===== src/rtl/envscore_pkg.sv =====
package envscore_pkg;

    localparam logic [1:0] OP_CLEAR = 2'd0;
    localparam logic [1:0] OP_LEARN = 2'd1;
    localparam logic [1:0] OP_TEST  = 2'd2;

    typedef enum logic [1:0] {
        ST_IDLE    = 2'd0,
        ST_COLLECT = 2'd1,
        ST_LOAD    = 2'd2,
        ST_WAIT    = 2'd3
    } state_e;

endpackage


===== src/rtl/es_env_store.sv =====
module es_env_store #(
    parameter int DEPTH = 64,
    parameter int VAL_W = 10,
    parameter int IDX_W = 6
) (
    input  logic                    clk,
    input  logic                    rst_n,
    input  logic                    clr,
    input  logic                    wr,
    input  logic [IDX_W-1:0]        idx,
    input  logic signed [VAL_W-1:0] val,
    output logic signed [VAL_W-1:0] rd_max,
    output logic signed [VAL_W-1:0] rd_min
);
    localparam logic signed [VAL_W-1:0] MOST_NEG = {1'b1, {(VAL_W-1){1'b0}}};
    localparam logic signed [VAL_W-1:0] MOST_POS = {1'b0, {(VAL_W-1){1'b1}}};

    logic signed [VAL_W-1:0] emax [DEPTH];
    logic signed [VAL_W-1:0] emin [DEPTH];
    logic [IDX_W-1:0]        wr_idx_q;

    always_ff @(posedge clk or negedge rst_n) begin
        if (!rst_n) begin
            wr_idx_q <= '0;
            for (int k = 0; k < DEPTH; k++) begin
                emax[k] <= MOST_NEG;
                emin[k] <= MOST_POS;
            end
        end else begin
            wr_idx_q <= idx;
            if (clr) begin
                for (int k = 0; k < DEPTH; k++) begin
                    emax[k] <= MOST_NEG;
                    emin[k] <= MOST_POS;
                end
            end else if (wr) begin
                if (val > emax[idx]) emax[idx] <= val;
                if (val < emin[idx]) emin[idx] <= val;
            end
        end
    end

    assign rd_max = emax[idx];
    assign rd_min = emin[idx];

    AST_ENV_ORDERED: assert property (@(posedge clk) disable iff (!rst_n)
        wr |=> (emax[wr_idx_q] >= emin[wr_idx_q]));
    AST_ENV_EMPTIED: assert property (@(posedge clk) disable iff (!rst_n)
        clr |=> (emax[0] == MOST_NEG && emin[DEPTH-1] == MOST_POS));
endmodule


===== src/rtl/es_sec_accum.sv =====
module es_sec_accum #(
    parameter int IDX_W = 6,
    parameter int DEV_W = 11,
    parameter int ACC_W = 17
) (
    input  logic             clk,
    input  logic             rst_n,
    input  logic             clr,
    input  logic             en,
    input  logic [IDX_W-1:0] idx,
    input  logic [IDX_W-1:0] lo,
    input  logic [IDX_W-1:0] hi,
    input  logic [DEV_W-1:0] dev,
    input  logic [DEV_W-1:0] span,
    output logic [ACC_W-1:0] dev_sum,
    output logic [ACC_W-1:0] span_sum
);
    logic hit;
    assign hit = en && (idx >= lo) && (idx <= hi);

    always_ff @(posedge clk or negedge rst_n) begin
        if (!rst_n) begin
            dev_sum  <= '0;
            span_sum <= '0;
        end else if (clr) begin
            dev_sum  <= '0;
            span_sum <= '0;
        end else if (hit) begin
            dev_sum  <= dev_sum + ACC_W'(dev);
            span_sum <= span_sum + ACC_W'(span);
        end
    end

    AST_WINDOW_GATED: assert property (@(posedge clk) disable iff (!rst_n)
        (!clr && (idx > hi || idx < lo)) |=> $stable(dev_sum));
endmodule


===== src/rtl/es_seq_div.sv =====
module es_seq_div #(
    parameter int ACC_W   = 17,
    parameter int NUM_W   = 27,
    parameter int SCORE_W = 16
) (
    input  logic               clk,
    input  logic               rst_n,
    input  logic               go,
    input  logic [NUM_W-1:0]   num,
    input  logic [ACC_W-1:0]   den,
    output logic               done,
    output logic [SCORE_W-1:0] quo
);
    localparam int CNT_W  = $clog2(NUM_W + 1);
    localparam int PROD_W = NUM_W + ACC_W;

    logic [NUM_W-1:0] num_q, qr;
    logic [ACC_W-1:0] den_q;
    logic [ACC_W:0]   rem, rem_sh, rem_nx;
    logic [CNT_W-1:0] cnt;
    logic             busy, q_bit;
    logic [NUM_W-1:0] q_full;

    always_comb begin
        rem_sh = {rem[ACC_W-1:0], qr[NUM_W-1]};
        q_bit  = (rem_sh >= {1'b0, den_q});
        rem_nx = q_bit ? (rem_sh - {1'b0, den_q}) : rem_sh;
        q_full = {qr[NUM_W-2:0], q_bit};
    end

    always_ff @(posedge clk or negedge rst_n) begin
        if (!rst_n) begin
            num_q <= '0; den_q <= '0; qr <= '0; rem <= '0;
            cnt <= '0; busy <= 1'b0; done <= 1'b0; quo <= '0;
        end else begin
            done <= 1'b0;
            if (go) begin
                num_q <= num; den_q <= den; qr <= num; rem <= '0; cnt <= '0;
                if (den == '0) begin
                    busy <= 1'b0;
                    done <= 1'b1;
                    quo  <= (num != '0) ? '1 : '0;
                end else begin
                    busy <= 1'b1;
                end
            end else if (busy) begin
                rem <= rem_nx;
                qr  <= q_full;
                cnt <= cnt + 1'b1;
                if (cnt == CNT_W'(NUM_W - 1)) begin
                    busy <= 1'b0;
                    done <= 1'b1;
                    quo  <= (|q_full[NUM_W-1:SCORE_W]) ? '1 : q_full[SCORE_W-1:0];
                end
            end
        end
    end

    logic [PROD_W-1:0] lo_prod, hi_prod;
    assign lo_prod = PROD_W'(quo) * PROD_W'(den_q);
    assign hi_prod = (PROD_W'(quo) + PROD_W'(1)) * PROD_W'(den_q);

    AST_QUOTIENT_BOUND: assert property (@(posedge clk) disable iff (!rst_n)
        (done && den_q != '0 && quo != '1) |->
            (lo_prod <= PROD_W'(num_q) && PROD_W'(num_q) < hi_prod));
endmodule


===== src/rtl/envelope_scorer.sv =====
module envelope_scorer
    import envscore_pkg::*;
#(
    parameter int DATA_W  = 8,
    parameter int DEPTH   = 64,
    parameter int SECS    = 4,
    parameter int SCALE   = 1000,
    parameter int SCORE_W = 16
) (
    input  logic                               clk,
    input  logic                               rst_n,
    input  logic                               start,
    input  logic [1:0]                         op,
    input  logic                               slope_mode,
    input  logic [SECS*$clog2(DEPTH)-1:0]      sec_lo,
    input  logic [SECS*$clog2(DEPTH)-1:0]      sec_hi,
    input  logic [SCORE_W-1:0]                 thresh,
    input  logic                               smp_valid,
    input  logic [DATA_W-1:0]                  smp_data,
    output logic                               score_valid,
    output logic [$clog2(SECS)-1:0]            score_sec,
    output logic [SCORE_W-1:0]                 score,
    output logic                               fail
);
    localparam int IDX_W = $clog2(DEPTH);
    localparam int SEC_W = $clog2(SECS);
    localparam int VAL_W = DATA_W + 2;
    localparam int DEV_W = VAL_W + 1;
    localparam int ACC_W = DEV_W + IDX_W;
    localparam int NUM_W = ACC_W + $clog2(SCALE + 1);

    state_e                  st_q, st_d;
    logic [1:0]              op_q;
    logic                    slope_q;
    logic [SCORE_W-1:0]      thr_q;
    logic [IDX_W-1:0]        idx_q;
    logic [DATA_W-1:0]       prev_q;
    logic [SEC_W-1:0]        sec_q;
    logic                    take, last, val_ok, wr_env, acc_en, acc_clr, env_clr;
    logic                    div_go, div_done;
    logic signed [VAL_W-1:0] cur_val, env_max, env_min;
    logic signed [VAL_W:0]   vx, mx, nx;
    logic [DEV_W-1:0]        dev, span;
    logic [ACC_W-1:0]        dsum [SECS];
    logic [ACC_W-1:0]        ssum [SECS];
    logic [NUM_W-1:0]        div_num;
    logic [SCORE_W-1:0]      div_quo;

    assign take    = (st_q == ST_COLLECT) && smp_valid;
    assign last    = take && (idx_q == IDX_W'(DEPTH - 1));
    assign val_ok  = !(slope_q && idx_q == '0);
    assign wr_env  = take && val_ok && (op_q == OP_LEARN);
    assign acc_en  = take && val_ok && (op_q == OP_TEST);
    assign acc_clr = (st_q == ST_IDLE) && start;
    assign env_clr = (st_q == ST_IDLE) && start && (op == OP_CLEAR);
    assign div_go  = (st_q == ST_LOAD);
    assign div_num = NUM_W'(dsum[sec_q]) * NUM_W'(SCALE);

    // value under test: raw code or signed step from the previous code
    always_comb begin
        if (slope_q) cur_val = $signed(VAL_W'(smp_data)) - $signed(VAL_W'(prev_q));
        else         cur_val = $signed(VAL_W'(smp_data));
    end

    // excess outside the band and band width at the current index
    always_comb begin
        vx  = {cur_val[VAL_W-1], cur_val};
        mx  = {env_max[VAL_W-1], env_max};
        nx  = {env_min[VAL_W-1], env_min};
        dev = '0;
        if (vx > mx)      dev = DEV_W'(vx - mx);
        else if (vx < nx) dev = DEV_W'(nx - vx);
        span = (mx >= nx) ? DEV_W'(mx - nx) : '0;
    end

    es_env_store #(.DEPTH(DEPTH), .VAL_W(VAL_W), .IDX_W(IDX_W)) env_i (
        .clk(clk), .rst_n(rst_n), .clr(env_clr), .wr(wr_env), .idx(idx_q),
        .val(cur_val), .rd_max(env_max), .rd_min(env_min));

    for (genvar k = 0; k < SECS; k++) begin : g_win
        es_sec_accum #(.IDX_W(IDX_W), .DEV_W(DEV_W), .ACC_W(ACC_W)) acc_i (
            .clk(clk), .rst_n(rst_n), .clr(acc_clr), .en(acc_en), .idx(idx_q),
            .lo(sec_lo[k*IDX_W +: IDX_W]), .hi(sec_hi[k*IDX_W +: IDX_W]),
            .dev(dev), .span(span), .dev_sum(dsum[k]), .span_sum(ssum[k]));
    end

    es_seq_div #(.ACC_W(ACC_W), .NUM_W(NUM_W), .SCORE_W(SCORE_W)) div_i (
        .clk(clk), .rst_n(rst_n), .go(div_go), .num(div_num), .den(ssum[sec_q]),
        .done(div_done), .quo(div_quo));

    always_comb begin
        st_d = st_q;
        unique case (st_q)
            ST_IDLE:    if (start && (op == OP_LEARN || op == OP_TEST)) st_d = ST_COLLECT;
            ST_COLLECT: if (last) st_d = (op_q == OP_TEST) ? ST_LOAD : ST_IDLE;
            ST_LOAD:    st_d = ST_WAIT;
            ST_WAIT:    if (div_done) st_d = (sec_q == SEC_W'(SECS - 1)) ? ST_IDLE : ST_LOAD;
            default:    st_d = ST_IDLE;
        endcase
    end

    always_ff @(posedge clk or negedge rst_n) begin
        if (!rst_n) st_q <= ST_IDLE;
        else        st_q <= st_d;
    end

    always_ff @(posedge clk or negedge rst_n) begin
        if (!rst_n) begin
            op_q <= OP_CLEAR; slope_q <= 1'b0; thr_q <= '0;
            idx_q <= '0; prev_q <= '0; sec_q <= '0;
        end else begin
            if (st_q == ST_IDLE && start) begin
                op_q <= op; slope_q <= slope_mode; thr_q <= thresh; idx_q <= '0;
            end
            if (take) begin
                idx_q  <= idx_q + 1'b1;
                prev_q <= smp_data;
            end
            if (last)                              sec_q <= '0;
            else if (st_q == ST_WAIT && div_done)  sec_q <= sec_q + 1'b1;
        end
    end

    always_ff @(posedge clk or negedge rst_n) begin
        if (!rst_n) begin
            score_valid <= 1'b0; score_sec <= '0; score <= '0; fail <= 1'b0;
        end else begin
            score_valid <= 1'b0;
            if (st_q == ST_WAIT && div_done) begin
                score_valid <= 1'b1;
                score_sec   <= sec_q;
                score       <= div_quo;
                fail        <= (div_quo > thr_q) || (ssum[sec_q] == '0 && dsum[sec_q] != '0);
            end
        end
    end

    AST_SINGLE_PULSE: assert property (@(posedge clk) disable iff (!rst_n)
        score_valid |=> !score_valid);
    AST_FAIL_ABOVE_LIMIT: assert property (@(posedge clk) disable iff (!rst_n)
        (score_valid && score > thr_q) |-> fail);
    AST_PASS_WITHIN_LIMIT: assert property (@(posedge clk) disable iff (!rst_n)
        (score_valid && score <= thr_q && score != '1) |-> !fail);
endmodule


===== config.mk =====
export PLATFORM = sky130hd
export DESIGN_NAME = envelope_scorer
export DESIGN_NICKNAME = d
export VERILOG_FILES = /design/src/rtl/envscore_pkg.sv /design/src/rtl/es_env_store.sv /design/src/rtl/es_sec_accum.sv /design/src/rtl/es_seq_div.sv /design/src/rtl/envelope_scorer.sv
export SDC_FILE = /design/constraint.sdc
export NUM_CORES = 2
export LEC_CHECK = 0
export BUFFER_PORTS_ARGS = -buffer_cell sky130_fd_sc_hd__clkbuf_2
export CORE_MARGIN = 2
export CORE_UTILIZATION = 60
export DETAILED_ROUTE_END_ITERATION = 12
export PLACE_DENSITY = 0.73
export SLEW_MARGIN = 25
export SYNTH_ARGS = -nofsm -noshare
export SYNTH_HDL_FRONTEND = slang
export SYNTH_HIERARCHICAL = 1
export SYNTH_SLANG_ARGS = --single-unit

===== constraint.sdc =====
create_clock -name clk -period 11.26 [get_ports clk]
set_clock_uncertainty 0.15 [all_clocks]
set_input_delay 3.378 -clock clk [delete_from_list [all_inputs] [get_ports clk]]
set_output_delay 3.378 -clock clk [all_outputs]
set_load 0.01 [all_outputs]

-- Word level (Yosys, flattened, before mapping)
Index checks and enable logic that the tools add are counted.
- flip-flop bits (word level): 1557
- bits of input ports: 79
- output and inout bits: 20
- word-level logic and storage cells: 324
- add/sub/neg operators: 16
- multiply operators: 1
- order comparisons: 18
- equality and inequality tests: 14
- mux-type cells: 74
- bitwise logic cells: 2
- reduce and logical (&&, ||, !) cells: 45
- operators by type and width (operator ; number):
    2-to-1 mux 640 bit ; 6
    bitwise mux 640 bit ; 2
    2-to-1 mux 17 bit ; 23
    adder 17 x 11 -> 17 bit ; 8
    binary-select mux 10 bit (select 6 bit) ; 2
    2-to-1 mux 16 bit ; 6
    binary-select mux 17 bit (select 2 bit) ; 2
    demux 10 bit (select 6 bit) ; 1
    2-to-1 mux 10 bit ; 6
    2-to-1 mux 27 bit ; 2
    2-to-1 mux 11 bit ; 3
    subtractor 10 x 10 -> 11 bit ; 3
    nonzero test 27 bit ; 1
    >= comparator 6 bit ; 4
    less-or-equal comparator 6 bit ; 4
    multiplier 17 x 7 -> 24 bit (second input constant) ; 1
    nonzero test 2 bit ; 11
    > comparator 10 bit ; 2
    logical AND 1 bit ; 20
    less-than comparator 10 bit ; 2
    >= comparator 18 x 17 -> 1 bit ; 1
    logical NOT 17 bit ; 1
    nonzero test 17 bit ; 1
    subtractor 17 bit ; 1
    other kinds (29) ; 57

-- Logic depth before layout (Yosys ltp)
- depth in word-level cells: 10
- gate-level depth with buffers: 30

-- By module
Netlist, hierarchy kept.
- by module, submodules not included (module ; times used ; cells an instance ; area each (um^2)):
    es_env_store ; 1 ; 5845 ; 64254.1
    es_sec_accum ; 4 ; 329 ; 2820.2
    envelope_scorer ; 1 ; 956 ; 8575.7
    es_seq_div ; 1 ; 501 ; 4650.7

-- Least setup slack after synthesis
Ideal clock, no wire load.
- path type: input port to flip-flop
- start: input smp_data[1]
- end: register g_win[0].acc_i.dev_sum[12]
- arrival: 8.608 ns
- required time: 10.978 ns
- setup slack: 2.370 ns
- cell stages on the path: 22
- path through: ha_1 > nor2b_1 > o21ai_1 > a21boi_1 > o21a_1 > o21a_1 > o31ai_1 > ha_1 > a211oi_1 > o22a_2 > a31oi_4 > o21ai_4 > o2111ai_4 > o22ai_1 > inv_1 > fa_1 > nand2b_1 > a21oi_1 > o21ai_0 > a2111oi_0 > xnor2_1 > nor2_1
- word-level cells in the longest chain between the ends: 8
- elaborated cells on any way between the ends: 11
- classes of those cells: add/sub (4); order compare (2); mux (5)
- RTL lines (what ; line ; RTL):
    start: declaration ; envelope_scorer.sv:19 ; input logic [DATA_W-1:0] smp_data,
    subtractor 8 x 8 -> 9 bit (*) ; envelope_scorer.sv:61 ; if (slope_q) cur_val = $signed(VAL_W'(smp_data)) - $signed(VAL_W'(prev_q));
    2-to-1 mux 10 bit (*) ; envelope_scorer.sv:61 ;
    via cur_val[5] ; envelope_scorer.sv:41 ; logic signed [VAL_W-1:0] cur_val, env_max, env_min;
    less-than comparator 10 bit ; envelope_scorer.sv:72 ; else if (vx < nx) dev = DEV_W'(nx - vx);
    2-to-1 mux 11 bit ; envelope_scorer.sv:72 ;
    2-to-1 mux 11 bit (*) ; envelope_scorer.sv:71 ; if (vx > mx) dev = DEV_W'(vx - mx);
    via dev[1] ; envelope_scorer.sv:43 ; logic [DEV_W-1:0] dev, span;
    adder 17 x 11 -> 17 bit (*) ; es_sec_accum.sv:29 ; dev_sum <= dev_sum + ACC_W'(dev);
    2-to-1 mux 17 bit (*) ; es_sec_accum.sv:28 ; end else if (hit) begin
    2-to-1 mux 17 bit (*) ; es_sec_accum.sv:25 ; end else if (clr) begin
    end signal: assignment ; es_sec_accum.sv:29 ;
    end: declaration ; es_sec_accum.sv:15 ; output logic [ACC_W-1:0] dev_sum,
Mark *: on every way through the listed nets, which the timed path passes. The rest lies on a longest branch. The select of a mux whose other input is x is not followed.
A chain may end at the register's enable or synchronous reset.

-- Final worst setup path
- start: input smp_data[1]
- end: register g_win[3].acc_i.dev_sum[12]
- word-level cells in the longest chain between the ends: 8
- elaborated cells on any way between the ends: 11
- classes of those cells: add/sub (4); order compare (2); mux (5)
- RTL lines (what ; line):
    subtractor 8 x 8 -> 9 bit (*) ; envelope_scorer.sv:61
    2-to-1 mux 10 bit (*) ; envelope_scorer.sv:61
    via cur_val[7] ; envelope_scorer.sv:41
    less-than comparator 10 bit ; envelope_scorer.sv:72
    2-to-1 mux 11 bit ; envelope_scorer.sv:72
    2-to-1 mux 11 bit (*) ; envelope_scorer.sv:71
    via dev[1] ; envelope_scorer.sv:43
    adder 17 x 11 -> 17 bit (*) ; es_sec_accum.sv:29
    2-to-1 mux 17 bit (*) ; es_sec_accum.sv:28
    2-to-1 mux 17 bit (*) ; es_sec_accum.sv:25
    end signal: assignment ; es_sec_accum.sv:29
    end: declaration ; es_sec_accum.sv:15
Marked as above.

==> flow_metrics.tcl <==
set metrics [dict create \
    worst_pin_slew_ns 1.12 \
    fin_total_pwr_mw 14.3 \
    placed_area_um2 90800 \
    max_freq_mhz 110 \
    p_leak_nw 45.5 \
    finalCritPeriodShare_pct 80.4 \
    setup_ws_ns 2.20 \
    slew_viol_final 0 \
    io_buffers 98 \
    drv_cap 0 \
    final_area_um2 96900 \
    start_util_pct 60.3 \
    netlist_top_cells_area "dfrtp_1, dfstp_2, mux2i_1" \
    drive_above_1_share_pct 17.0 \
    die_h_um 389 \
    cts_max_level 4 \
    rsz0062_at_grt "no" \
    dp.cells 10200 \
    arrival_ns 9.55 \
    post_cts_buffers 0 \
    ys_ff_latch 1557 \
    use_met1_pct 45.7 \
    path_max_fanout 17 \
    hp-class "reg2reg" \
    worstSetupStartpointType "primary input" \
    cts_tree "built" \
    insertion_delay_ns 0.82 \
    dpl.hpwl_um 160000 \
    layout_common_cells "mux2i_1, dfrtp_1, nor2_1" \
    grt_max_degree 291 \
    critPathRequiredTime_ns 11.75 \
    synthArstFlopShare_pct 100 \
    synth_edf_count 0 \
    ios 99 \
    synthToLayoutAreaGrowth_pct 9.20 \
    yosysSeqAreaShare_pct 44.8 \
    clock_sinks 1557 \
    yosysWarnings 6 \
    firstDrtPassIters 6 \
    yosys_most_used_dff "dfrtp_1" \
    grt.overflow.total 0 \
    vias 68300 \
    vias_per_cell 6.52 \
    coreArea_um2 147000 \
    ir_worst_vdd_mv 0.123 \
    yosysTopAreaCell "dfrtp_1" \
    finalCriticalPeriod_ns 9.06 \
    drt_iter0_markers 6592 \
    finalSetupViolations 0 \
    synth_area_um2 88800 \
    netlist.area_leader.share_pct 25.9 \
    relSlewSlack_pct 25.1 \
    layout_commonest_cell "mux2i_1" \
    power_density_nw_per_um2 147 \
    fp.dieArea_um2 151000 \
    post-route-util_pct 65.8 \
    gp_congestion 0.906 \
    outcome "complete, no violations" \
    tns_ns 0 \
    postCtsHoldBufs 0 \
    grt_pass1_vias 68500 \
    pre_cts_slack_ns 1.50 \
    grt_pass1_wl_um 404000 \
    grt_use_met3_pct 5.99 \
    post-route-drc-count 0 \
    syn_avg_cell_area_um2 10.3 \
    cts.clk_slew.worst_paths_ns 0.06 \
    cts.repair.resized 0 \
    end_kind "flop" \
    root_buffer "clkbuf_16" \
    grt_usage_pct 34.1 \
    busiest_layer "met2" \
    numCtsBuffers 170 \
    die_x_um 389 \
    fin_nets 8847 \
    crit_type "in2reg" \
    num_rows 141 \
    syn_inst 8618 \
    grt_use_met2_pct 54.4 \
    clock_path_buffers 3 \
    routedWlPerCell_um 24.8 \
    ant_nets 0 \
    hold_ws_ns 0.325 \
    antenna_found_initial 7 \
    wl_um 260000 \
    fin_cells 10500 \
    yosysUniqueCellTypes 109 \
    final_hold_viol_count 0 \
]
report_power, final:
part,switching (mW),internal (mW),leakage (nW),total [mW]
clock,2.42,3.52,2.93,5.94
sequential,0.0466,5.62,19.2,5.67
combinational,2.05,0.627,23.4,2.68
total,4.52,9.77,45.5,14.3
path summary, 6_finish.rpt:
kind	start	endpoint	slack, ns	cells after the start
max	smp_data[1]	g_win[3].acc_i/dev_sum[12]$_DFFE_PN0P_	2.20	24
min	score[11]$_DFFE_PN0P_	score[11]$_DFFE_PN0P_	0.32	2
max reg2reg	idx_q[0]$_DFFE_PN0P_	g_win[3].acc_i/span_sum[16]$_DFFE_PN0P_	2.25	23
min reg2reg	score[11]$_DFFE_PN0P_	score[11]$_DFFE_PN0P_	0.32	2
max in group asynchronous	rst_n	env_i/emin[369]$_DFFE_PN0P_	6.42	4
min in group asynchronous	rst_n	env_i/emax[23]$_DFFE_PN0P_	2.32	1
metal layers:
metal	wire length [um]	share of wire [%]
met5	54	0.021
met4	12300	4.7
met3	18900	7.3
met2	121000	47
met1	107000	41
synthesized netlist by cell type (113+ instances only):
library cell,number
mux2i_1,1208
dfrtp_1,917
nor2_1,887
nand2b_1,663
dfstp_2,640
clkbuf_1,428
a22oi_1,401
nand2_1,360
a21oi_1,324
ha_1,296
inv_1,290
buf_2,195
o21ai_0,184
nor3_1,163
a22o_1,130
nand3_1,113
cell type report:
class,instances,area [um^2]
fill,11300,50400
multi-input combinational,6030,44800
sequential,1557,39800
clock buffer,255,5020
timing repair buffer,352,2790
tap,1930,2410
inverter,291,1090
clock inverter,62,992
antenna,1,2.50
logic make-up after synthesis:
family / synth area share, %
simple gates: 14.4
mux: 14.9
compound gates: 14.1
fa+ha+maj: 5.75
xor+xnor: 1.04
buf+inv: 5.07
flops: 44.8
other cells: 0.00422
registers in the layout (all words and copies together) (netlist names), 5 cells and up:
register	flops
g_win.acc_i/dev_sum	68
score	16
prev_q	8
thr_q	16
div_i/cnt	5
env_i/emax	640
div_i/den_q	17
div_i/qr	27
g_win.acc_i/span_sum	68
div_i/quo	16
div_i/rem	17
idx_q	6
env_i/emin	640
worst max-delay path, cell delays in order:
cell and delay [ns]:
clkbuf_2 0.12, ha_1 0.29, nor2b_1 0.13, o21ai_1 0.16, a21boi_1 0.13, o41ai_2 0.26, mux2i_1 0.16, or4_1 0.51
buf_4 0.24, ha_1 0.36, nand4_2 0.13, o22a_2 0.20, a31oi_4 0.11, o21ai_4 0.30, o2111ai_4 0.25, o22ai_1 0.62
inv_1 0.17, fa_1 0.49, nand2b_1 0.19, a21oi_1 0.32, o21ai_0 0.24, a2111oi_0 0.54, xnor2_1 0.18, nor2_1 0.06
Power figures use the tool's default switching activity.
